[config.mk]
export PLATFORM = sky130hd
export DESIGN_NAME = jesd_deframer
export DESIGN_NICKNAME = d
export VERILOG_FILES = /design/src/rtl/dfr_pkg.sv /design/src/rtl/dfr_frame_ctr.sv /design/src/rtl/dfr_lane_hist.sv /design/src/rtl/dfr_slot_map.sv /design/src/rtl/jesd_deframer.sv
export SDC_FILE = /design/constraint.sdc
export NUM_CORES = 1
export LEC_CHECK = 0
export ABC_AREA = 1
export BUFFER_PORTS_ARGS = -buffer_cell sky130_fd_sc_hd__buf_2
export CAP_MARGIN = 25
export CORE_MARGIN = 1
export CORE_UTILIZATION = 62
export DETAILED_ROUTE_END_ITERATION = 8
export PLACE_DENSITY = 0.84
export SLEW_MARGIN = 20
export SYNTH_ARGS = -nofsm -noshare
export SYNTH_HDL_FRONTEND = slang
export SYNTH_HIERARCHICAL = 1
export SYNTH_SLANG_ARGS = --single-unit
[constraint.sdc]
create_clock -name clk -period 5.8 [get_ports clk]
set_input_delay 0 -clock clk [delete_from_list [all_inputs] [get_ports clk]]
set_output_delay 0 -clock clk [all_outputs]
set_load 0.02 [all_outputs]
[src/rtl/dfr_pkg.sv]
package dfr_pkg;

  localparam int OCT_W     = 8;
  localparam int SMP_W     = 2 * OCT_W;
  localparam int LANES     = 8;
  localparam int SLOTS     = 4;
  localparam int MAX_F     = 4;
  localparam int WORD_W    = MAX_F * OCT_W;
  localparam int POS_W     = $clog2(MAX_F);
  localparam int PACK_W    = 12;

  typedef enum logic [3:0] {
    M_L8F1_2T    = 4'd0,
    M_L4F1       = 4'd1,
    M_L8F1_DUAL  = 4'd2,
    M_L2F2       = 4'd3,
    M_L4F2_DUAL  = 4'd4,
    M_L4F2_M4    = 4'd5,
    M_L8F2_M4    = 4'd6,
    M_L1F4       = 4'd7,
    M_L2F4_DUAL  = 4'd8,
    M_L2F4_M4    = 4'd9,
    M_L4F4_M4    = 4'd10,
    M_L2F3_M4    = 4'd11,
    M_L4F3_M4    = 4'd12
  } mode_t;

  // Octets per lane per frame for each layout.
  function automatic logic [POS_W:0] frame_len(input mode_t m);
    case (m)
      M_L2F2, M_L4F2_DUAL, M_L4F2_M4, M_L8F2_M4:   frame_len = 3'd2;
      M_L1F4, M_L2F4_DUAL, M_L2F4_M4, M_L4F4_M4:   frame_len = 3'd4;
      M_L2F3_M4, M_L4F3_M4:                        frame_len = 3'd3;
      default:                                     frame_len = 3'd1;
    endcase
  endfunction

endpackage

[src/rtl/dfr_frame_ctr.sv]
module dfr_frame_ctr
  import dfr_pkg::*;
(
  input  logic  clk,
  input  logic  rst,
  input  logic  oct_vld,
  input  logic  frame_start,
  input  mode_t mode_in,
  output mode_t eff_mode,
  output logic  frame_last
);

  logic [POS_W-1:0] pos_q;
  logic [POS_W-1:0] pos_now;
  logic [POS_W:0]   len_now;
  mode_t            act_mode;
  logic             synced;
  logic             in_frame;

  // A start marker applies its own mode to the octet it travels with.
  assign eff_mode = frame_start ? mode_in : act_mode;
  assign len_now  = frame_len(eff_mode);
  assign pos_now  = frame_start ? '0 : pos_q;
  assign in_frame = frame_start | synced;
  assign frame_last = oct_vld && in_frame &&
                      ({1'b0, pos_now} == len_now - 1'b1);

  always_ff @(posedge clk) begin
    if (rst) begin
      pos_q    <= '0;
      act_mode <= M_L8F1_2T;
      synced   <= 1'b0;
    end else if (oct_vld) begin
      if (frame_start) begin
        act_mode <= mode_in;
        synced   <= 1'b1;
      end
      if (in_frame)
        pos_q <= frame_last ? '0 : pos_now + 1'b1;
    end
  end

  AST_POS_IN_FRAME: assert property (@(posedge clk) disable iff (rst)
    synced |-> ({1'b0, pos_q} < frame_len(act_mode)));

  AST_MODE_ONLY_AT_START: assert property (@(posedge clk) disable iff (rst)
    !(oct_vld && frame_start) |=> $stable(act_mode));

endmodule

[src/rtl/dfr_lane_hist.sv]
module dfr_lane_hist
  import dfr_pkg::*;
#(
  parameter int N_LANES = LANES,
  parameter int DEPTH   = MAX_F
)(
  input  logic                                clk,
  input  logic                                rst,
  input  logic                                oct_vld,
  input  logic [N_LANES-1:0][OCT_W-1:0]       lane_oct,
  output logic [N_LANES-1:0][DEPTH*OCT_W-1:0] frame_word
);

  localparam int HIST_W = (DEPTH - 1) * OCT_W;

  // Each lane keeps its last DEPTH-1 octets; with the live octet they form
  // a right-aligned word whose oldest octet sits highest.
  for (genvar l = 0; l < N_LANES; l++) begin : g_lane
    logic [HIST_W-1:0] hist;

    always_ff @(posedge clk) begin
      if (rst)
        hist <= '0;
      else if (oct_vld)
        hist <= {hist[HIST_W-OCT_W-1:0], lane_oct[l]};
    end

    assign frame_word[l] = {hist, lane_oct[l]};
  end

endmodule

[src/rtl/dfr_slot_map.sv]
module dfr_slot_map
  import dfr_pkg::*;
(
  input  mode_t                         mode,
  input  logic [LANES-1:0][WORD_W-1:0]  w,
  output logic [SLOTS-1:0][SMP_W-1:0]   si,
  output logic [SLOTS-1:0][SMP_W-1:0]   sq
);

  localparam int PAD_W = SMP_W - PACK_W;

  always_comb begin
    si = '0;
    sq = '0;
    case (mode)
      M_L8F1_2T: begin
        si[0] = {w[0][7:0], w[1][7:0]};
        si[1] = {w[2][7:0], w[3][7:0]};
        sq[0] = {w[4][7:0], w[5][7:0]};
        sq[1] = {w[6][7:0], w[7][7:0]};
      end
      M_L4F1, M_L8F1_DUAL: begin
        si[0] = {w[0][7:0], w[1][7:0]};
        sq[0] = {w[2][7:0], w[3][7:0]};
        if (mode == M_L8F1_DUAL) begin
          si[2] = {w[4][7:0], w[5][7:0]};
          sq[2] = {w[6][7:0], w[7][7:0]};
        end
      end
      M_L2F2: begin
        si[0] = w[0][SMP_W-1:0];
        sq[0] = w[1][SMP_W-1:0];
      end
      M_L4F2_DUAL: begin
        si[0] = w[0][SMP_W-1:0];
        sq[0] = w[1][SMP_W-1:0];
        si[2] = w[2][SMP_W-1:0];
        sq[2] = w[3][SMP_W-1:0];
      end
      M_L4F2_M4, M_L8F2_M4: begin
        for (int p = 0; p < SLOTS; p++) begin
          if (p < 2 || mode == M_L8F2_M4) begin
            si[p] = w[2*p][SMP_W-1:0];
            sq[p] = w[2*p+1][SMP_W-1:0];
          end
        end
      end
      M_L1F4, M_L2F4_DUAL, M_L2F4_M4, M_L4F4_M4: begin
        si[0] = w[0][WORD_W-1:SMP_W];
        sq[0] = w[0][SMP_W-1:0];
        if (mode == M_L2F4_DUAL) begin
          si[2] = w[1][WORD_W-1:SMP_W];
          sq[2] = w[1][SMP_W-1:0];
        end else if (mode != M_L1F4) begin
          for (int l = 1; l < SLOTS; l++) begin
            if (l < 2 || mode == M_L4F4_M4) begin
              si[l] = w[l][WORD_W-1:SMP_W];
              sq[l] = w[l][SMP_W-1:0];
            end
          end
        end
      end
      M_L2F3_M4, M_L4F3_M4: begin
        for (int l = 0; l < SLOTS; l++) begin
          if (l < 2 || mode == M_L4F3_M4) begin
            si[l] = {w[l][2*PACK_W-1:PACK_W], {PAD_W{1'b0}}};
            sq[l] = {w[l][PACK_W-1:0],        {PAD_W{1'b0}}};
          end
        end
      end
      default: ;
    endcase
  end

endmodule

[src/rtl/jesd_deframer.sv]
module jesd_deframer
  import dfr_pkg::*;
(
  input  logic                          clk,
  input  logic                          rst,
  input  logic                          oct_vld,
  input  logic                          frame_start,
  input  logic [3:0]                    mode_sel,
  input  logic [LANES-1:0][OCT_W-1:0]   lane_oct,
  output logic                          smp_vld,
  output logic [SLOTS-1:0][SMP_W-1:0]   smp_i,
  output logic [SLOTS-1:0][SMP_W-1:0]   smp_q
);

  mode_t                        eff_mode;
  logic                         frame_last;
  logic [LANES-1:0][WORD_W-1:0] frame_word;
  logic [SLOTS-1:0][SMP_W-1:0]  map_i;
  logic [SLOTS-1:0][SMP_W-1:0]  map_q;

  dfr_frame_ctr u_ctr (
    .clk         (clk),
    .rst         (rst),
    .oct_vld     (oct_vld),
    .frame_start (frame_start),
    .mode_in     (mode_t'(mode_sel)),
    .eff_mode    (eff_mode),
    .frame_last  (frame_last)
  );

  dfr_lane_hist #(.N_LANES(LANES), .DEPTH(MAX_F)) u_hist (
    .clk        (clk),
    .rst        (rst),
    .oct_vld    (oct_vld),
    .lane_oct   (lane_oct),
    .frame_word (frame_word)
  );

  dfr_slot_map u_map (
    .mode (eff_mode),
    .w    (frame_word),
    .si   (map_i),
    .sq   (map_q)
  );

  always_ff @(posedge clk) begin
    if (rst) begin
      smp_vld <= 1'b0;
      smp_i   <= '0;
      smp_q   <= '0;
    end else begin
      smp_vld <= frame_last;
      if (frame_last) begin
        smp_i <= map_i;
        smp_q <= map_q;
      end
    end
  end

  AST_PULSE_FOLLOWS_OCTET: assert property (@(posedge clk) disable iff (rst)
    smp_vld |-> $past(oct_vld));

  AST_OUT_HOLD: assert property (@(posedge clk) disable iff (rst)
    !smp_vld |-> ($stable(smp_i) && $stable(smp_q)));

  AST_PACKED_LSB_ZERO: assert property (@(posedge clk) disable iff (rst)
    (smp_vld && $past(eff_mode == M_L2F3_M4 || eff_mode == M_L4F3_M4)) |->
      (smp_i[0][3:0] == 4'd0 && smp_q[0][3:0] == 4'd0 &&
       smp_i[1][3:0] == 4'd0 && smp_q[1][3:0] == 4'd0));

endmodule

Word level (Yosys, flattened, before mapping)
Memory sizes are Yosys's and may differ from the RTL's.
Index checks and enable logic that the tools add are counted.
{"block": "classes", "add_sub_neg": 2, "n_eq_ne": 14, "n_mux": 33, "bitwise_logic": 1, "reduce_logical": 11}
{"op": "16-bit two-way mux", "n": 20}
{"op": "16-bit case mux with 5 select lines", "n": 3}
{"op": "16-bit case mux with 4 select lines", "n": 3}
{"op": "48-bit two-way mux", "n": 2}
{"op": "16-bit case mux with 3 select lines", "n": 2}
{"op": "4-bit == test (second input constant)", "n": 5}
{"op": "4-bit by 3-bit == test with 1-bit output (second input constant)", "n": 4}
{"op": "4-bit by 2-bit == test with 1-bit output (second input constant)", "n": 2}
{"op": "4-bit OR reduction", "n": 2}
{"op": "2-bit OR reduction", "n": 3}
{"op": "4-bit by 1-bit == test with 1-bit output (second input constant)", "n": 1}
{"op": "4-bit zero test", "n": 1}
{"op": "2-bit two-way mux", "n": 2}
{"op": "4-bit two-way mux", "n": 1}
{"op": "4-bit by 3-bit inequality test with 1-bit output (second input constant)", "n": 1}
{"op": "2-bit AND reduction", "n": 2}
{"op": "2-bit by 3-bit == test with 1-bit output", "n": 1}
{"op": "3-bit OR reduction", "n": 1}
{"op": "3-bit by 1-bit subtractor with 3-bit output (second input constant)", "n": 1}
{"op": "2-bit by 1-bit adder with 2-bit output (second input constant)", "n": 1}
{"op": "1-bit logical AND", "n": 2}
{"op": "1-bit bitwise OR", "n": 1}
{"block": "word_totals", "reg_bits": 264, "rom_bits": 48, "out_inout_bits": 129, "elab_cells": 82, "mem_count": 1}
{"name": "(name not given)", "depth": 16, "width": 3, "rd": 1, "rd_ports_with_merged_regs": 0, "wr": 0, "line_no": "dfr_pkg.sv:30", "text": "case (m)"}

Logic depth before layout (Yosys ltp)
Gate-level depths: netlist (run 1).
{"block": "logic_depth", "word_depth": 6, "ltp_mapped": 22}

By module
The synthesis (run 1) kept the hierarchy.
{"mod": "dfr_lane_hist", "n_inst": 1, "cells_each": 1281, "area_each_um2": 8450.6, "seq_area_each_um2": 3843.7}
{"mod": "jesd_deframer", "n_inst": 1, "cells_each": 815, "area_each_um2": 5373.9, "seq_area_each_um2": 2582.5}
{"mod": "dfr_slot_map", "n_inst": 1, "cells_each": 889, "area_each_um2": 3791.1, "seq_area_each_um2": 0.0}
{"mod": "dfr_frame_ctr", "n_inst": 1, "cells_each": 75, "area_each_um2": 513.0, "seq_area_each_um2": 140.1}

Least setup slack after synthesis (run 1)
OpenSTA, ideal clock, no wires.
{"block": "synth_timing", "path_type": "register to register", "from": "reg u_ctr.act_mode[3]", "to": "reg smp_i[0] (netlist name)", "t_arrival_ns": 2.222, "path_slack_ns": 3.465, "path_stages_with_launch": 21, "period_less_slack_ns": 2.335, "cell_sequence": "dfxtp_1 inv_1 o21ai_2 inv_2 a21oi_1 o21ai_0 nand3_1 ha_1 inv_1 o21ai_0 a21oi_1 nand2_1 nor2_2 nand2_2 inv_1 buf_6 buf_6 buf_6 nand2_1 nand2_1 nor2_1"}
{"block": "synth_between", "elab_chain_cells": 5}
{"element": "start: declaration", "line_no": "dfr_frame_ctr.sv:16", "text": "mode_t act_mode;"}
{"element": "start signal: assignment", "line_no": "dfr_frame_ctr.sv:35", "text": "act_mode <= mode_in;"}
{"element": "4-bit two-way mux"}
{"element": "named net eff_mode[3]", "line_no": "jesd_deframer.sv:15", "text": "mode_t eff_mode;"}
{"element": "memory read 16 x 3 bit"}
{"element": "3-bit by 1-bit subtractor with 3-bit output", "line_no": "dfr_frame_ctr.sv:26", "text": "({1'b0, pos_now} == len_now - 1'b1);"}
{"element": "2-bit by 3-bit == test with 1-bit output", "line_no": "dfr_frame_ctr.sv:26"}
{"element": "1-bit logical AND", "line_no": "dfr_frame_ctr.sv:25", "text": "assign frame_last = oct_vld && in_frame &&"}
{"element": "named net frame_last", "line_no": "jesd_deframer.sv:16", "text": "logic frame_last;"}
{"element": "end signal: assignment", "line_no": "jesd_deframer.sv:54", "text": "smp_i <= map_i;"}
{"element": "end: declaration", "line_no": "jesd_deframer.sv:11", "text": "output logic [SLOTS-1:0][SMP_W-1:0] smp_i,"}
The timed path passes the listed nets, and every way through them passes these cells.
A chain may end at the register's enable or synchronous reset.

Worst setup path in the final report (run 1)
{"block": "layout_timing", "from": "reg u_ctr.act_mode[3]", "to": "reg smp_i[52] (netlist name)"}
The elaborated chain is that of the path after synthesis.

==> out/results.txt, run 1 <==
outcome - complete, no violations
core box area - 24,500 sq um
DP HPWL - 37.2 mm
syn nets - 2,743
worst reg2reg path depth - 18
Clock Root Buffer - clkbuf_16
Ys Warns - 6
pwr/cell area - 289 nW/um^2
vias in the first global route - 14,700
Port Buffer Count - 200
Die W - 161 um
io pins - 201
hold depth - 6
die height - 161 um
endpoints failing setup - 0
RSZ-0062 raised after global routing - false
Rel. slew slack - 0.292
wirelength, routed - 56.1 mm
Setup Skew - 0.0162 ns
maximum vdd drop - 0.000281 V
P_leak - 8.92 nW
hold endpoint - u_hist/g_lane[4].hist[4]$_SDFFE_PP0P_
starting density of the core - 0.638
Worst Path Required - 6.25 ns
area delta synth->final - 11.5%
met1 Use GR - 0.590
CP Class - flip-flop to flip-flop
initial antenna violation count - 3
die area - 25,800 sq um
Crit path max-delay family - buffers and inverters
Setup crit end kind - flip-flop
Initial DRC Count - 2,626
flop2flop setup slack - 2.24 ns
grt ovf - 0
most common cell after layout, fill and taps aside - nand2_1
TritonCTS Buffers - 28
DP Area - 15,600 sq um
Buf+Inv Stages, Crit Path - 5
Worst-path clk slew - 0.06 ns
Multi-input gate area - 7390 sq um
syn avg cell area - 5.84 sq um
final hold slack - 0.291 ns
DR vias - 16,900
CP Max Fanout - 144
Slew Viols, Final - 0
num rows - 57
Total GRT Usage - 0.422
worst hold start - lane_oct[36]
crit path DAT - 4.01 ns
Clock Sinks - 264
Post-Synthesis Cells - 2,670
worst path cell trace - inv_1 -> o21ai_2 -> inv_2 -> a21oi_1 -> o21ai_0 -> nand3_1 -> ha_1 -> inv_1 -> o21ai_0 -> a21oi_1 -> nand2_1 -> nor2_2 -> nand2_2 -> inv_6 -> buf_12 -> nand2_1 -> nand2_1 -> nor2_1
CP max-delay cell - inv_6
TritonRoute pass-1 iters - 6
Hold WC Path Type - input pin to flip-flop
RR Startpoint - u_ctr/act_mode[3]$_SDFFE_PP0P_
Slew @ Worst Pin - 1.06 ns
total of cells resized after clock tree synthesis - 0
Critical Path Max Stage Delay - 0.54 ns
TritonCTS clock tree - yes
setup TNS - 0 ns
Final nets - 2,855
clk_lat worst skew - 0.57 ns
Post-route DRC - 0
largest net degree at the start of global routing - 147
Maximum Capacitance Violations - 0
share of layout cells above drive strength 1 - 0.106
most used cell along the critical path - nand2_1
DR vias/cell - 5.40
Fmax - 281 MHz
fin crit period - 3.56 ns
CTS H-Tree Depth - 1
final hold vios - 0
Post-Syn Area - 15,600 sq um
Critical Path Start Type - flip-flop
first-pass GRT wire length - 84.2 mm
M2 GR Usage - 0.610
Final period util - 0.613
Antenna Nets Post-Route - 0
fillers - 2,127
global routing usage on met3 - 0.0958
GPL Wtd Cong - 1.01
Setup crit start - u_ctr/act_mode[3]$_SDFFE_PP0P_
grt peak-use layer - met2
DR WL/cell - 17.9 um
Finished Cell Area - 17,400 sq um
total power - 5.03 mW
register area - 5290 sq um
most frequent cells in the layout - nand2_1, nor2_1, inv_1, dfxtp_1, buf_2
Crit Reg-Reg Endpoint - smp_i[52]$_SDFFE_PP0P_
Clock Tree Buf Depth - 3
[how the worst max path moves through the flow]
stage | end | slack, ns | cells past startpoint
after global placement | smp_q[39]$_SDFFE_PP0P_ | 2.52 | 18
after detailed placement | smp_i[46]$_SDFFE_PP0P_ | 2.32 | 18
after global routing | smp_i[54]$_SDFFE_PP0P_ | 1.92 | 18
after CTS | smp_q[42]$_SDFFE_PP0P_ | 2.28 | 18
final | smp_i[52]$_SDFFE_PP0P_ | 2.24 | 18
after floorplan | smp_i[0]$_SDFFE_PP0P_ | 3.46 | 20
[per-layer routing]
| layer | vias up | part of all wire |
|---|---|---|
| met3 | 182 | 0.13 |
| li1 | 8013 | - |
| met2 | 1160 | 0.41 |
| met4 | 2 | 0.053 |
| met5 | - | 0.00018 |
| met1 | 7525 | 0.40 |
[layout make-up]
class                           instances  area share
Multi-Input combinational cell       1830       0.425
Sequential cell                       264       0.304
Timing Repair Buffer                  292       0.112
Inverter                              366      0.0795
Clock buffer                           41      0.0477
Tap cell                              324      0.0233
Clock inverter                          8     0.00906
Antenna cell                            1    0.000144
[registers in the layout, summed over array words and instances, names as in the netlist]
signal              cells
smp_q                  64
smp_i                  64
smp_vld                 1
u_ctr/pos_q             2
u_ctr/act_mode          4
u_ctr/synced            1
u_hist/g_lane.hist    128
[report_power, final]
group          leakage [nW]  internal (mW)  switching, mW
clock                 0.480           1.16          0.770
sequential             2.17           1.94          0.101
combinational          6.27          0.319          0.732
total                  8.92           3.42           1.60
[through the flow]
| stage | utilization | std cells | setup WS, ns |
|---|---|---|---|
| after floorplan | - | 2670 | 3.46 |
| after global routing | 0.711 | 3125 | 1.92 |
| after CTS | 0.708 | 3121 | 2.28 |
| after global placement | 0.637 | 2997 | 2.52 |
| final | 0.711 | 3126 | 2.24 |
| after detailed placement | 0.637 | 2997 | 2.32 |
[worst min-delay path, stage by stage]
cell	delay, ns
dlygate4sd3_1	0.52
buf_2	0.11
inv_1	0.03
nand2_1	0.04
nand2_1	0.04
nor2_1	0.07
[what timing repair did]
item	CTS	global route
hold endpoints to repair	76	28
buffers inserted	0	0
hold buffers	75	1
No activity file was read; power rests on OpenSTA's default activity.
==> run 2, diff against run 1 <==
CORE_UTILIZATION = 60   (was 62)
PLACE_DENSITY = 0.81   (was 0.84)
clock period = 3.7 ns   (was 5.8 ns; I/O delays follow)
==> run 2 against run 1 <==
  * Largest power group unchanged
  * Non-clock buffer count rose by 12
  * Routed wire length rose by 0.56%
  * Via count rose by 0.11%
  * Sequential share of layout area fell by 0.27 points
  * Global-route usage fell by 0.72 points
  * Clock-buffer cell count fell by 2
  * Sequential power rose by 57%
  * Critical endpoint is now smp_i[29]$_SDFFE_PP0P_
==> out/results.txt, run 2 (synthesized netlist as in run 1, its figures left out) <==
outcome - complete, no violations (unchanged)
Place WS - 0.732 ns (was 2.32 ns)
worst hold start - frame_start (was lane_oct[36])
Finished Cell Area - 17,500 sq um (was 17,400 sq um)
fin crit period - 3.05 ns (was 3.56 ns)
Hold WC Path Type - input pin to flip-flop (unchanged)
Port Buffer Count - 200 (unchanged)
Top Registers - u_hist/g_lane.hist (128), smp_i (64), smp_q (64) (unchanged)
postcts setup bufs - 0 (unchanged)
vias in the first global route - 14,700 (about the same)
DR vias/cell - 5.38 (was 5.40)
share of layout cells above drive strength 1 - 0.110 (was 0.106)
Fmax - 328 MHz (was 281 MHz)
die height - 163 um (was 161 um)
TritonCTS Buffers - 29 (was 28)
Clock Root Buffer - clkbuf_16 (unchanged)
Critical Path Max Stage Delay - 0.36 ns (was 0.54 ns)
DR WL/cell - 17.9 um (about the same)
ant diodes - 0 (was 1)
Total GRT Usage - 0.415 (was 0.422)
Critical Path Start Type - flip-flop (unchanged)
worst reg2reg path depth - 17 (was 18)
core box area - 25,300 sq um (was 24,500 sq um)
setup TNS - 0 ns (unchanged)
max FFs per register - 128 (unchanged)
flop2flop setup slack - 0.65 ns (was 2.24 ns)
Slew Viols, Final - 0 (unchanged)
pwr/cell area - 455 nW/um^2 (was 289 nW/um^2)
Final period util - 0.825 (was 0.613)
RR Startpoint - u_ctr/act_mode[3]$_SDFFE_PP0P_ (unchanged)
Crit path max-delay family - buffers and inverters (unchanged)
largest net degree at the start of global routing - 258 (was 147)
Antenna Nets Post-Route - 0 (unchanged)
Buf+Inv Stages, Crit Path - 5 (unchanged)
Die W - 163 um (was 161 um)
hold depth - 5 (was 6)
wirelength, routed - 56.4 mm (was 56.1 mm)
Top reg by flops - u_hist/g_lane.hist (unchanged)
Setup crit end kind - flip-flop (unchanged)
grt ovf - 0 (unchanged)
DR vias - 16,900 (about the same)
CTS H-Tree Depth - 1 (unchanged)
maximum vdd drop - 0.000507 V (was 0.000281 V)
crit path DAT - 3.54 ns (was 4.01 ns)
CP max-delay cell - inv_6 (unchanged)
final hold slack - 0.0419 ns (was 0.291 ns)
most common cell after layout, fill and taps aside - nand2_1 (unchanged)
CP Max Fanout - 58 (was 144)
P_leak - 9.01 nW (was 8.92 nW)
Worst Path Required - 4.19 ns (was 6.25 ns)
Worst-path clk slew - 0.06 ns (about the same)
Post-route DRC - 0 (unchanged)
DP HPWL - 38.1 mm (was 37.2 mm)
Slew @ Worst Pin - 1.11 ns (was 1.06 ns)
final std cells w/o fill - 3,143 (was 3,126)
hold endpoint - u_ctr/pos_q[0]$_SDFFE_PP0P_ (was u_hist/g_lane[4].hist[4]$_SDFFE_PP0P_)
Clock Sinks - 264 (unchanged)
Initial DRC Count - 2,440 (was 2,626)
most frequent cells in the layout - nand2_1, nor2_1, inv_1, dfxtp_1, buf_2 (unchanged)
area delta synth->final - 12.5% (was 11.5%)
TritonRoute pass-1 iters - 8 (was 6)
post-layout util - 0.693 (was 0.711)
setup ws final - 0.649 ns (was 2.24 ns)
first-pass GRT wire length - 84.3 mm (was 84.2 mm)
GPL Wtd Cong - 1.01 (about the same)
endpoints failing setup - 0 (unchanged)
RSZ-0062 raised after global routing - false (unchanged)
CP Class - flip-flop to flip-flop (unchanged)
final hold vios - 0 (unchanged)
initial antenna violation count - 2 (was 3)
DP Area - 15,700 sq um (was 15,600 sq um)
Final nets - 2,868 (was 2,855)
die area - 26,600 sq um (was 25,800 sq um)
Rel. slew slack - 0.259 (was 0.292)
starting density of the core - 0.616 (was 0.638)
worst path cell trace - inv_1 -> o21ai_2 -> inv_2 -> a21oi_1 -> o21ai_0 -> nand3_1 -> ha_1 -> inv_1 -> o21ai_0 -> a21oi_1 -> nand2_1 -> nor2_2 -> nand2_2 -> inv_6 -> buf_4 -> nor2_1 -> nor2_1 (was inv_1 -> o21ai_2 -> inv_2 -> a21oi_1 -> o21ai_0 -> nand3_1 -> ha_1 -> inv_1 -> o21ai_0 -> a21oi_1 -> nand2_1 -> nor2_2 -> nand2_2 -> inv_6 -> buf_12 -> nand2_1 -> nand2_1 -> nor2_1)
Crit Reg-Reg Endpoint - smp_i[29]$_SDFFE_PP0P_ (was smp_i[52]$_SDFFE_PP0P_)
clk_lat worst skew - 0.57 ns (about the same)
io pins - 201 (unchanged)
dpl cells - 3,015 (was 2,997)
Setup Skew - 0.0162 ns (about the same)
Clock Tree Buf Depth - 3 (unchanged)
num rows - 58 (was 57)
total power - 7.98 mW (was 5.03 mW)
Maximum Capacitance Violations - 0 (unchanged)
TritonCTS clock tree - yes (unchanged)
## run 2: cell types whose count changed in the layout (fill, tap and decap cells not counted), moves of 2 or more
cell and change:
buf_12 +2, buf_4 +7, clkbuf_1 -3, clkinv_2 +3
dlygate4sd3_1 +3
## run 2: how the worst max path moves through the flow
stage          cells after the start  slack [ns]                     end                            from
5_1_grt                           17        0.35  smp_i[29]$_SDFFE_PP0P_  u_ctr/act_mode[3]$_SDFFE_PP0P_
3_3_place_gp                      18        0.88  smp_q[17]$_SDFFE_PP0P_  u_ctr/act_mode[3]$_SDFFE_PP0P_
4_1_cts                           17        0.68  smp_i[29]$_SDFFE_PP0P_  u_ctr/act_mode[3]$_SDFFE_PP0P_
3_5_place_dp                      18        0.73  smp_i[41]$_SDFFE_PP0P_  u_ctr/act_mode[3]$_SDFFE_PP0P_
6_report                          17        0.65  smp_i[29]$_SDFFE_PP0P_  u_ctr/act_mode[3]$_SDFFE_PP0P_
2_1_floorplan                     20        1.36   smp_i[0]$_SDFFE_PP0P_  u_ctr/act_mode[3]$_SDFFE_PP0P_
## run 2: worst register-to-register path, stage by stage (launching register included)
cell	delay [ns]
dfxtp_1	0.31
inv_1	0.05
o21ai_2	0.34
inv_2	0.11
a21oi_1	0.14
o21ai_0	0.10
nand3_1	0.08
ha_1	0.23
inv_1	0.07
o21ai_0	0.08
a21oi_1	0.13
nand2_1	0.08
nor2_2	0.13
nand2_2	0.15
inv_6	0.36
buf_4	0.39
nor2_1	0.09
nor2_1	0.16
## run 2: layout make-up
| cell class | instances | area [sq um] |
|---|---|---|
| clock buffers | 39 | 843 |
| clock inverters | 10 | 169 |
| fillers | 2246 | 7780 |
| inverters | 366 | 1380 |
| multi-input cells | 1830 | 7390 |
| flip-flops and latches | 264 | 5290 |
| well taps | 330 | 413 |
| repair buffers | 304 | 2070 |
## run 2: layer usage
| metal | GRT usage | share of wire |
|---|---|---|
| met5 | 0 | 0.00039 |
| met2 | 0.609 | 0.42 |
| met4 | 0.157 | 0.040 |
| met1 | 0.575 | 0.41 |
| met3 | 0.113 | 0.13 |
## run 2: what timing repair did
| item | CTS | global route |
|---|---|---|
| resized for setup | 0 | 0 |
| hold endpoints to repair | 86 | 0 |
| setup endpoints to repair | 0 | 0 |
| hold buffers | 79 | 0 |
## run 2: report_power, final
part           switching, mW  internal, mW
Clock                   1.24          1.87
Sequential             0.157          3.04
Combinational           1.16         0.517
